### src/rtl/sgi_filt_pkg.sv
package sgi_filt_pkg;
  typedef enum logic [1:0] {
    GRP_G0   = 2'b00,
    GRP_G1S  = 2'b01,
    GRP_G1NS = 2'b10,
    GRP_RSVD = 2'b11
  } sgi_grp_e;
endpackage

### src/rtl/sgi_group_resolve.sv
module sgi_group_resolve
  import sgi_filt_pkg::*;
#(
  parameter int NUM_SGI = 16,
  localparam int ID_W = $clog2(NUM_SGI)
) (
  input  logic [NUM_SGI-1:0] grp_bits,
  input  logic [NUM_SGI-1:0] grpmod_bits,
  input  logic [ID_W-1:0]    req_id,
  input  logic [1:0]         req_grp,
  output sgi_grp_e           cfg_grp,
  output logic               grp_ok
);
  logic     sel_grp;
  logic     sel_mod;
  sgi_grp_e eff_grp;

  // pick the configuration bits of the addressed SGI
  always_comb begin
    sel_grp = 1'b0;
    sel_mod = 1'b0;
    for (int i = 0; i < NUM_SGI; i++) begin
      if (req_id == i[ID_W-1:0]) begin
        sel_grp = grp_bits[i];
        sel_mod = grpmod_bits[i];
      end
    end
  end

  // configured group from group and modifier bits
  always_comb begin
    if (sel_grp)      cfg_grp = GRP_G1NS;
    else if (sel_mod) cfg_grp = GRP_G1S;
    else              cfg_grp = GRP_G0;
  end

  // a secure group 1 request may land on a group 0 SGI
  always_comb begin
    eff_grp = sgi_grp_e'(req_grp);
    if ((eff_grp == GRP_G1S) && (cfg_grp == GRP_G0)) eff_grp = GRP_G0;
    grp_ok = (eff_grp == cfg_grp);
  end
endmodule

### src/rtl/sgi_ns_gate.sv
module sgi_ns_gate
  import sgi_filt_pkg::*;
#(
  parameter int NUM_SGI    = 16,
  parameter int LVL_W      = 2,
  parameter int G0_MIN_LVL = 1,
  parameter int G1S_MIN_LVL = 2,
  localparam int ID_W  = $clog2(NUM_SGI),
  localparam int ACR_W = NUM_SGI * LVL_W
) (
  input  logic [ACR_W-1:0] acr,
  input  logic [ID_W-1:0]  req_id,
  input  sgi_grp_e         cfg_grp,
  input  logic             req_nonsec,
  input  logic             sec_disable,
  output logic             lvl_ok
);
  localparam logic [LVL_W-1:0] G0_THR  = LVL_W'(G0_MIN_LVL);
  localparam logic [LVL_W-1:0] G1S_THR = LVL_W'(G1S_MIN_LVL);

  logic [LVL_W-1:0] lvl;

  always_comb begin
    lvl = '0;
    for (int i = 0; i < NUM_SGI; i++) begin
      if (req_id == i[ID_W-1:0]) lvl = acr[i*LVL_W +: LVL_W];
    end
  end

  always_comb begin
    lvl_ok = 1'b1;
    if (req_nonsec && !sec_disable) begin
      unique case (cfg_grp)
        GRP_G0:  lvl_ok = (lvl >= G0_THR);
        GRP_G1S: lvl_ok = (lvl >= G1S_THR);
        default: lvl_ok = 1'b1;
      endcase
    end
  end
endmodule

### src/rtl/sgi_acr_reg.sv
module sgi_acr_reg #(
  parameter int NUM_SGI = 16,
  parameter int LVL_W   = 2,
  localparam int ACR_W  = NUM_SGI * LVL_W
) (
  input  logic             clk,
  input  logic             rst_n,
  input  logic             we,
  input  logic [ACR_W-1:0] wdata,
  output logic [ACR_W-1:0] q
);
  logic [ACR_W-1:0] d;

  always_comb begin
    d = q;
    if (we) d = wdata;
  end

  always_ff @(posedge clk or negedge rst_n) begin
    if (!rst_n) q <= '0;
    else        q <= d;
  end
endmodule

### src/rtl/sgi_pend_vec.sv
module sgi_pend_vec #(
  parameter int NUM_SGI = 16,
  localparam int ID_W   = $clog2(NUM_SGI)
) (
  input  logic               clk,
  input  logic               rst_n,
  input  logic               take,
  input  logic [ID_W-1:0]    take_id,
  output logic               accept,
  output logic [NUM_SGI-1:0] pending
);
  logic accept_d;

  always_comb accept_d = take;

  always_ff @(posedge clk or negedge rst_n) begin
    if (!rst_n) accept <= 1'b0;
    else        accept <= accept_d;
  end

  for (genvar g = 0; g < NUM_SGI; g++) begin : g_bit
    logic set_en;
    logic nxt;
    always_comb begin
      set_en = take && (take_id == g[ID_W-1:0]);
      nxt    = pending[g] | set_en;
    end
    always_ff @(posedge clk or negedge rst_n) begin
      if (!rst_n) pending[g] <= 1'b0;
      else        pending[g] <= nxt;
    end
  end
endmodule

### src/rtl/sgi_accept_filter.sv
module sgi_accept_filter
  import sgi_filt_pkg::*;
#(
  parameter int NUM_SGI     = 16,
  parameter int LVL_W       = 2,
  parameter int G0_MIN_LVL  = 1,
  parameter int G1S_MIN_LVL = 2,
  localparam int ID_W  = $clog2(NUM_SGI),
  localparam int ACR_W = NUM_SGI * LVL_W
) (
  input  logic               clk,
  input  logic               rst_n,
  input  logic               sec_disable,
  input  logic [NUM_SGI-1:0] grp_bits,
  input  logic [NUM_SGI-1:0] grpmod_bits,
  input  logic               acr_we,
  input  logic [ACR_W-1:0]   acr_wdata,
  input  logic               req_valid,
  input  logic [1:0]         req_grp,
  input  logic [ID_W-1:0]    req_id,
  input  logic               req_nonsec,
  output logic [ACR_W-1:0]   acr_q,
  output logic               accept,
  output logic [NUM_SGI-1:0] pending
);
  sgi_grp_e cfg_grp;
  logic     grp_ok;
  logic     lvl_ok;
  logic     take;

  sgi_acr_reg #(.NUM_SGI(NUM_SGI), .LVL_W(LVL_W)) u_acr (
    .clk(clk), .rst_n(rst_n), .we(acr_we), .wdata(acr_wdata), .q(acr_q)
  );

  sgi_group_resolve #(.NUM_SGI(NUM_SGI)) u_grp (
    .grp_bits(grp_bits), .grpmod_bits(grpmod_bits), .req_id(req_id),
    .req_grp(req_grp), .cfg_grp(cfg_grp), .grp_ok(grp_ok)
  );

  sgi_ns_gate #(
    .NUM_SGI(NUM_SGI), .LVL_W(LVL_W),
    .G0_MIN_LVL(G0_MIN_LVL), .G1S_MIN_LVL(G1S_MIN_LVL)
  ) u_gate (
    .acr(acr_q), .req_id(req_id), .cfg_grp(cfg_grp),
    .req_nonsec(req_nonsec), .sec_disable(sec_disable), .lvl_ok(lvl_ok)
  );

  always_comb take = req_valid && grp_ok && lvl_ok;

  sgi_pend_vec #(.NUM_SGI(NUM_SGI)) u_pend (
    .clk(clk), .rst_n(rst_n), .take(take), .take_id(req_id),
    .accept(accept), .pending(pending)
  );
endmodule

### config.mk
export PLATFORM = sky130hd
export DESIGN_NAME = sgi_accept_filter
export DESIGN_NICKNAME = d
export VERILOG_FILES = /design/src/rtl/sgi_filt_pkg.sv /design/src/rtl/sgi_group_resolve.sv /design/src/rtl/sgi_ns_gate.sv /design/src/rtl/sgi_acr_reg.sv /design/src/rtl/sgi_pend_vec.sv /design/src/rtl/sgi_accept_filter.sv
export SDC_FILE = /design/constraint.sdc
export NUM_CORES = 1
export LEC_CHECK = 0
export ABC_AREA = 0
export CAP_MARGIN = 20
export CORE_MARGIN = 2
export CORE_UTILIZATION = 67
export DETAILED_ROUTE_END_ITERATION = 16
export DONT_BUFFER_PORTS = 1
export PLACE_DENSITY = 0.86
export SLEW_MARGIN = 5
export SYNTH_ARGS = -nofsm -noshare
export SYNTH_HDL_FRONTEND = slang
export SYNTH_SLANG_ARGS = --single-unit
### constraint.sdc
create_clock -name clk -period 4.9 [get_ports clk]
set_input_delay 0.49 -clock clk [delete_from_list [all_inputs] [get_ports clk]]
set_output_delay 0.49 -clock clk [all_outputs]
set_load 0.05 [all_outputs]
# --- After elaboration in Yosys (flattened, before gate mapping) ---
# Cells that the tools add are included.
word_totals:
  regBits: 49
  elab_cells: 130
  out_inout_bits: 49
  inputBits: 76
op_classes:
  muxes: 53
  n_reduce_logical: 23
  n_bitwise: 16
  magnitude_cmp: 2
  eq_ne: 18
op_table:
  columns: ["operator", "n"]
  rows:
  - ["2-bit two-way mux", 18]
  - ["1-bit two-way mux", 34]
  - ["4-bit equality test, second input constant", 8]
  - ["1-bit logical AND", 20]
  - ["4-bit by 3-bit equality test with 1-bit output, second input constant", 4]
  - ["1-bit bitwise OR", 16]
  - ["4-bit by 2-bit equality test with 1-bit output, second input constant", 2]
  - ["2-bit by 1-bit equality test with 1-bit output, second input constant", 2]
  - ["4-bit by 1-bit equality test with 1-bit output, second input constant", 1]
  - ["4-bit zero test", 1]
  - ["2-bit equality test", 1]
  - ["2-bit by 1-bit greater-or-equal comparator with 1-bit output, second input constant", 1]
  - ["2-bit greater-or-equal comparator, second input constant", 1]
  - ["2-bit zero test", 1]
  - ["1-bit one-hot mux with 2 select lines", 1]
  - ["1-bit zero test", 1]

# --- Depth between registers and ports, before layout ---
depth:
  word_depth: 27
  depth_mapped: 10

# --- By module ---
# A second synthesis with hierarchy kept.
hier_totals:
  cells_unflattened: 228
  hier_area_um2: 2856.5
modules_own_cells:
  columns: ["module", "cells_per_inst", "instances", "area_per_inst_um2"]
  rows:
  - ["sgi_acr_reg", 68, 1, 1345.0]
  - ["sgi_pend_vec", 47, 1, 646.9]
  - ["sgi_group_resolve", 52, 1, 430.4]
  - ["sgi_ns_gate", 60, 1, 427.9]
  - ["sgi_accept_filter", 1, 1, 6.3]

# --- Least setup slack after synthesis ---
# Ideal clock, no wire load.
synth_timing:
  path_type: "input to register"
  start: "input req_id[0]"
  end: "register u_pend.pending[14]"
  setup_time_ns: 0.124
  path_slack_ns: 2.623
  n_path_buf: 3
  stages: 8
  arrival_time_ns: 2.153
  path_cell_list: "buf_6 buf_6 mux2_4 a221oi_4 a21oi_2 a211oi_2 buf_6 o31ai_2"
synth_via:
  elab_chain_cells: 27
synth_rtl:
  columns: ["item", "line_no", "source"]
  rows:
  - ["start: declaration", "sgi_accept_filter.sv:20", "input logic [ID_W-1:0] req_id,"]
  - ["4-bit zero test", "sgi_group_resolve.sv:23, sgi_ns_gate.sv:26", null]
  - ["1-bit two-way mux (16 in a row)", "sgi_group_resolve.sv:23", "if (req_id == i[ID_W-1:0]) begin"]
  - ["1-bit two-way mux", "sgi_group_resolve.sv:33", "else if (sel_mod) cfg_grp = GRP_G1S;"]
  - ["2-bit two-way mux", "sgi_group_resolve.sv:32", "if (sel_grp) cfg_grp = GRP_G1NS;"]
  - ["2-bit zero test", "sgi_group_resolve.sv:40, sgi_ns_gate.sv:33", null]
  - ["1-bit logical AND", "sgi_group_resolve.sv:40", "if ((eff_grp == GRP_G1S) && (cfg_grp == GRP_G0)) eff_grp = GRP_G0;"]
  - ["2-bit two-way mux", "sgi_group_resolve.sv:40", null]
  - ["2-bit equality test", "sgi_group_resolve.sv:41", "grp_ok = (eff_grp == cfg_grp);"]
  - ["1-bit logical AND (2 in a row)", "sgi_accept_filter.sv:48", "always_comb take = req_valid && grp_ok && lvl_ok;"]
  - ["1-bit logical AND *", "sgi_pend_vec.sv:25", "set_en = take && (take_id == g[ID_W-1:0]);"]
  - ["1-bit bitwise OR *", "sgi_pend_vec.sv:26", "nxt = pending[g] | set_en;"]
  - ["via u_pend.g_bit[14].nxt", "sgi_pend_vec.sv:23", "logic nxt;"]
  - ["end signal: indexed assignment", "sgi_pend_vec.sv:30", "else pending[g] <= nxt;"]
  - ["end: declaration", "sgi_pend_vec.sv:10", "output logic [NUM_SGI-1:0] pending"]
# The timed path passes the listed nets; every way through them passes the cells marked *.
# A chain may end at the register's enable or synchronous reset.

# --- Final worst setup path ---
layout_timing:
  start: "register u_acr.q[12]"
  end: "register u_pend.pending[8]"
layout_via:
  elab_chain_cells: 16
layout_rtl:
  columns: ["item", "line_no", "source"]
  rows:
  - ["start: declaration", "sgi_acr_reg.sv:10", "output logic [ACR_W-1:0] q"]
  - ["start signal: assignment", "sgi_acr_reg.sv:20", "if (!rst_n) q <= '0;"]
  - ["start signal: assignment", "sgi_acr_reg.sv:21", "else q <= d;"]
  - ["2-bit two-way mux * (10 in a row)", "sgi_ns_gate.sv:26", "if (req_id == i[ID_W-1:0]) lvl = acr[i*LVL_W +: LVL_W];"]
  - ["2-bit greater-or-equal comparator or 2-bit by 1-bit greater-or-equal comparator with 1-bit output (tied branches)", "sgi_ns_gate.sv:35, sgi_ns_gate.sv:34", null]
  - ["1-bit one-hot mux with 2 select lines *", "sgi_ns_gate.sv:33", "unique case (cfg_grp)"]
  - ["1-bit two-way mux *", "sgi_ns_gate.sv:32", "if (req_nonsec && !sec_disable) begin"]
  - ["1-bit logical AND *", "sgi_accept_filter.sv:48", null]
  - ["1-bit logical AND *", "sgi_pend_vec.sv:25", null]
  - ["1-bit bitwise OR *", "sgi_pend_vec.sv:26", null]
  - ["via u_pend.g_bit[8].nxt", "sgi_pend_vec.sv:23", null]
# Marks and branches as above.

==> impl_metrics.py <==
metrics = {
    "run_status": {
        "outcome": "completed",
    },
    "route": {
        "viasPerCell": 6.89,
        "ant_nets": 0,
        "dr.pass1.iters": 4,
        "route.met2.wl_um": 3310,
        "num_vias": 2074,
        "wire_per_inst_um": 21.2,
        "wl_met1_um": 2490,
        "routed.top_layer": "met4",
        "wl_met3_um": 489,
        "drt_iter0_markers": 157,
        "routed_wl_um": 6370,
        "drcViolationCount": 0,
    },
    "finish": {
        "diodes": 0,
        "layout-drive-gt1-share": 0.263,
        "n_fill_cell": 299,
        "area_delta_synth_final_pct": 2.98,
        "layout.cells.non_filler": 301,
        "final_nets": 326,
        "multi_input_area_um2": 1460,
        "regArea_um2": 1230,
    },
    "global_route": {
        "grt_usage": 0.270,
        "grt_start_max_net_pins": 50,
        "grt_antenna_before_repair": 0,
        "grt_pass1_wl_um": 10500,
        "grt_pass1_vias": 2134,
        "grt_remaining_overflow": 0,
    },
    "power": {
        "p_per_area_nw_per_um2": 329,
        "finalPower_w": 0.000983,
        "p_leak_nw": 1.23,
        "ir_drop_v": 0.000259,
    },
    "floorplanning": {
        "ios": 125,
        "die_h_um": 69.8,
        "start_util": 0.709,
        "die_w_um": 69.8,
        "fp.dieArea_um2": 4870,
        "core_um2": 4090,
        "rows": 23,
    },
    "yosys": {
        "synth_seq_area_share": 0.423,
        "syn_inst": 263,
        "syn_area_um2": 2900,
        "synth_nets": 339,
        "synth_edf_count": 0,
        "ys.flop_type": "dfrtp_1",
        "async_flop_share": 1.00,
        "yosys_warnings": 0,
        "synth_area_leader_cell": "dfrtp_1",
        "synth-seq-cells": 49,
        "yosysTopAreaCellShare": 0.423,
        "synth_top_cells_by_area": "dfrtp_1, mux2_2, o31ai_2, mux2i_1, nand4_1",
        "syn_area_per_cell_um2": 11.0,
        "yosysUniqueCellTypes": 56,
    },
    "critical_path": {
        "cp.required_ps": 5050,
        "crit_fanout": 17,
        "cp_num_buf_inv": 0,
        "rr_worst_depth": 5,
        "slowest_stage": "a311oi_4",
        "crit_type": "reg2reg",
        "endpoint_kind": "register",
        "crit_family": "compound AO/OA/AOI/OAI gates",
        "rr_endpoint": "u_pend.pending[8]$_DFF_PN0_",
        "slowest_delay_ps": 880,
        "ff2ff_setup_slack_ps": 2350,
        "crit_chain": "mux2_4 > a221oi_2 > a31oi_1 > a311oi_4 > o31ai_1",
        "cp-start-kind": "register",
        "rr_startpoint": "u_acr.q[12]$_DFFE_PN0P_",
        "critPathArrivalTime_ps": 2690,
    },
    "clocking": {
        "clock_latency_ps": 300,
        "htree_levels": 2,
        "clkTransAtPathRegs_ps": 90,
        "clockRootBuffer": "clkbuf_8",
        "cts_buffers": 5,
        "cts.sinks": 49,
        "cts_setup_buffers": 0,
        "cts_buffer_depth": 2,
        "postCtsHoldBufs": 1,
        "cts_resized": 0,
        "cts_tree": "done",
    },
    "place": {
        "place.gp.congestion": 0.865,
        "portBuffers": 0,
        "dp_cells": 292,
        "dp_slack_ps": 2360,
        "dp_hpwl_um": 4860,
    },
    "sta": {
        "finalWorstSetupSlack_ps": 2350,
        "maxSlewViolCount": 0,
        "finalCritPeriodShare": 0.519,
        "setup-violations-final": 0,
        "fmax_mhz": 393,
        "slew_headroom": 0.364,
        "rsz0062_at_grt": "false",
        "final.min_clock_period_ps": 2550,
        "tns_ps": 0,
        "finalClockSkew_ps": 4.49,
        "worst_pin_slew_ps": 954,
        "hold_viol": 0,
    },
    "min_path": {
        "hold_path.class": "in2async",
    },
    "job": {
        "max_cap_viol_count": 0,
    },
}
## metrics by stage
stage               utilization  hold WS, ps  instance area, um2
detailed placement        0.694          195                2840
CTS                       0.731         41.1                2990
floorplan                     -          194                2900
global placement          0.694          196                2840
global route              0.731         36.2                2990
finish                    0.731         33.7                2990
## cell families after synthesis
group	synth area share
AO/OA/AOI/OAI	0.186
buffers and inverters	0.0751
flip-flops	0.423
multiplexers	0.199
AND/OR/NAND/NOR	0.117
## registers in the layout (all words and copies together), names as in the netlist
| name | cells |
|---|---|
| u_pend.accept | 1 |
| u_pend.pending | 16 |
| u_acr.q | 32 |
## worst max path at each step
stage          slack [ps]                     from                            to  depth (start not counted)
2_1_floorplan        2620                req_id[0]  u_pend.pending[14]$_DFF_PN0_                          8
3_3_place_gp         2420                req_id[0]  u_pend.pending[12]$_DFF_PN0_                          6
3_5_place_dp         2360                req_id[0]   u_pend.pending[8]$_DFF_PN0_                          6
4_1_cts              2340  u_acr.q[12]$_DFFE_PN0P_   u_pend.pending[8]$_DFF_PN0_                          5
5_1_grt              2180  u_acr.q[12]$_DFFE_PN0P_   u_pend.pending[8]$_DFF_PN0_                          5
6_report             2350  u_acr.q[12]$_DFFE_PN0P_   u_pend.pending[8]$_DFF_PN0_                          5
## worst register-to-register path: cells and delay by family (launching register included)
family	cells	cell delay (ps)
compound gates	4	1460
mux	1	360
flops	1	580
## layer usage
metal	GRT usage	up-vias
met2	0.455	94
li1	-	950
met1	0.330	1022
met4	0.0962	0
met5	0	-
met3	0.0785	8
## cell usage after synthesis (3+ instances only)
cell      number
a31oi_1        5
nor4_1         3
inv_1         22
dfrtp_1       49
nand3_1        3
mux2_1         3
mux2_2        32
buf_1          4
o31ai_1        7
mux2i_1       10
a21oi_1        7
o21ai_0        3
nor2_1         8
and2_1         4
clkbuf_1       5
buf_2          6
nand2_1       10
mux2_4         4
buf_4          3
nor2b_1        5
nand4_1       14
o31ai_2        9
buf_6          4
## layout by cell type (no fill, tap or decap), types with 2 or more instances in the layout
cell type  Yosys  final
a211oi_1       2      2
a21oi_1        7      7
a221o_1        2      2
a31oi_1        5      5
and2_1         4      4
clkbuf_8       0      6
dfrtp_1       49     49
inv_1         22     22
mux2_1         3      3
mux2_2        32     32
mux2_4         4      4
mux2i_1       10     10
nand2_1       10     10
nand2b_1       2      2
nand3_1        3      3
nand3b_1       2      2
nand4_1       14     14
nor2_1         8      8
nor2b_1        5      5
nor3_1         2      2
nor4_1         3      3
o211ai_1       2      2
o21ai_0        3      3
o21ai_1        2      2
o221ai_1       2      2
o22ai_1        2      2
o2bb2ai_1      2      2
o31ai_1        7      7
o31ai_2        9      9
## cell type report
class | count | area share
Timing Repair Buffer | 2 | 0.0117
Sequential cell | 49 | 0.411
Multi-Input combinational cell | 169 | 0.487
Tap cell | 50 | 0.0210
Clock buffer | 6 | 0.0277
Clock inverter | 2 | 0.0126
Inverter | 23 | 0.0289
## power by group
group | leakage (nW) | internal [W] | switching, W
Combinational | 0.649 | 0.0000648 | 0.0000656
Sequential | 0.527 | 0.000429 | 0.000126
Clock | 0.0574 | 0.000166 | 0.000131
Total | 1.23 | 0.000660 | 0.000323
Power figures use the tool's default switching activity.
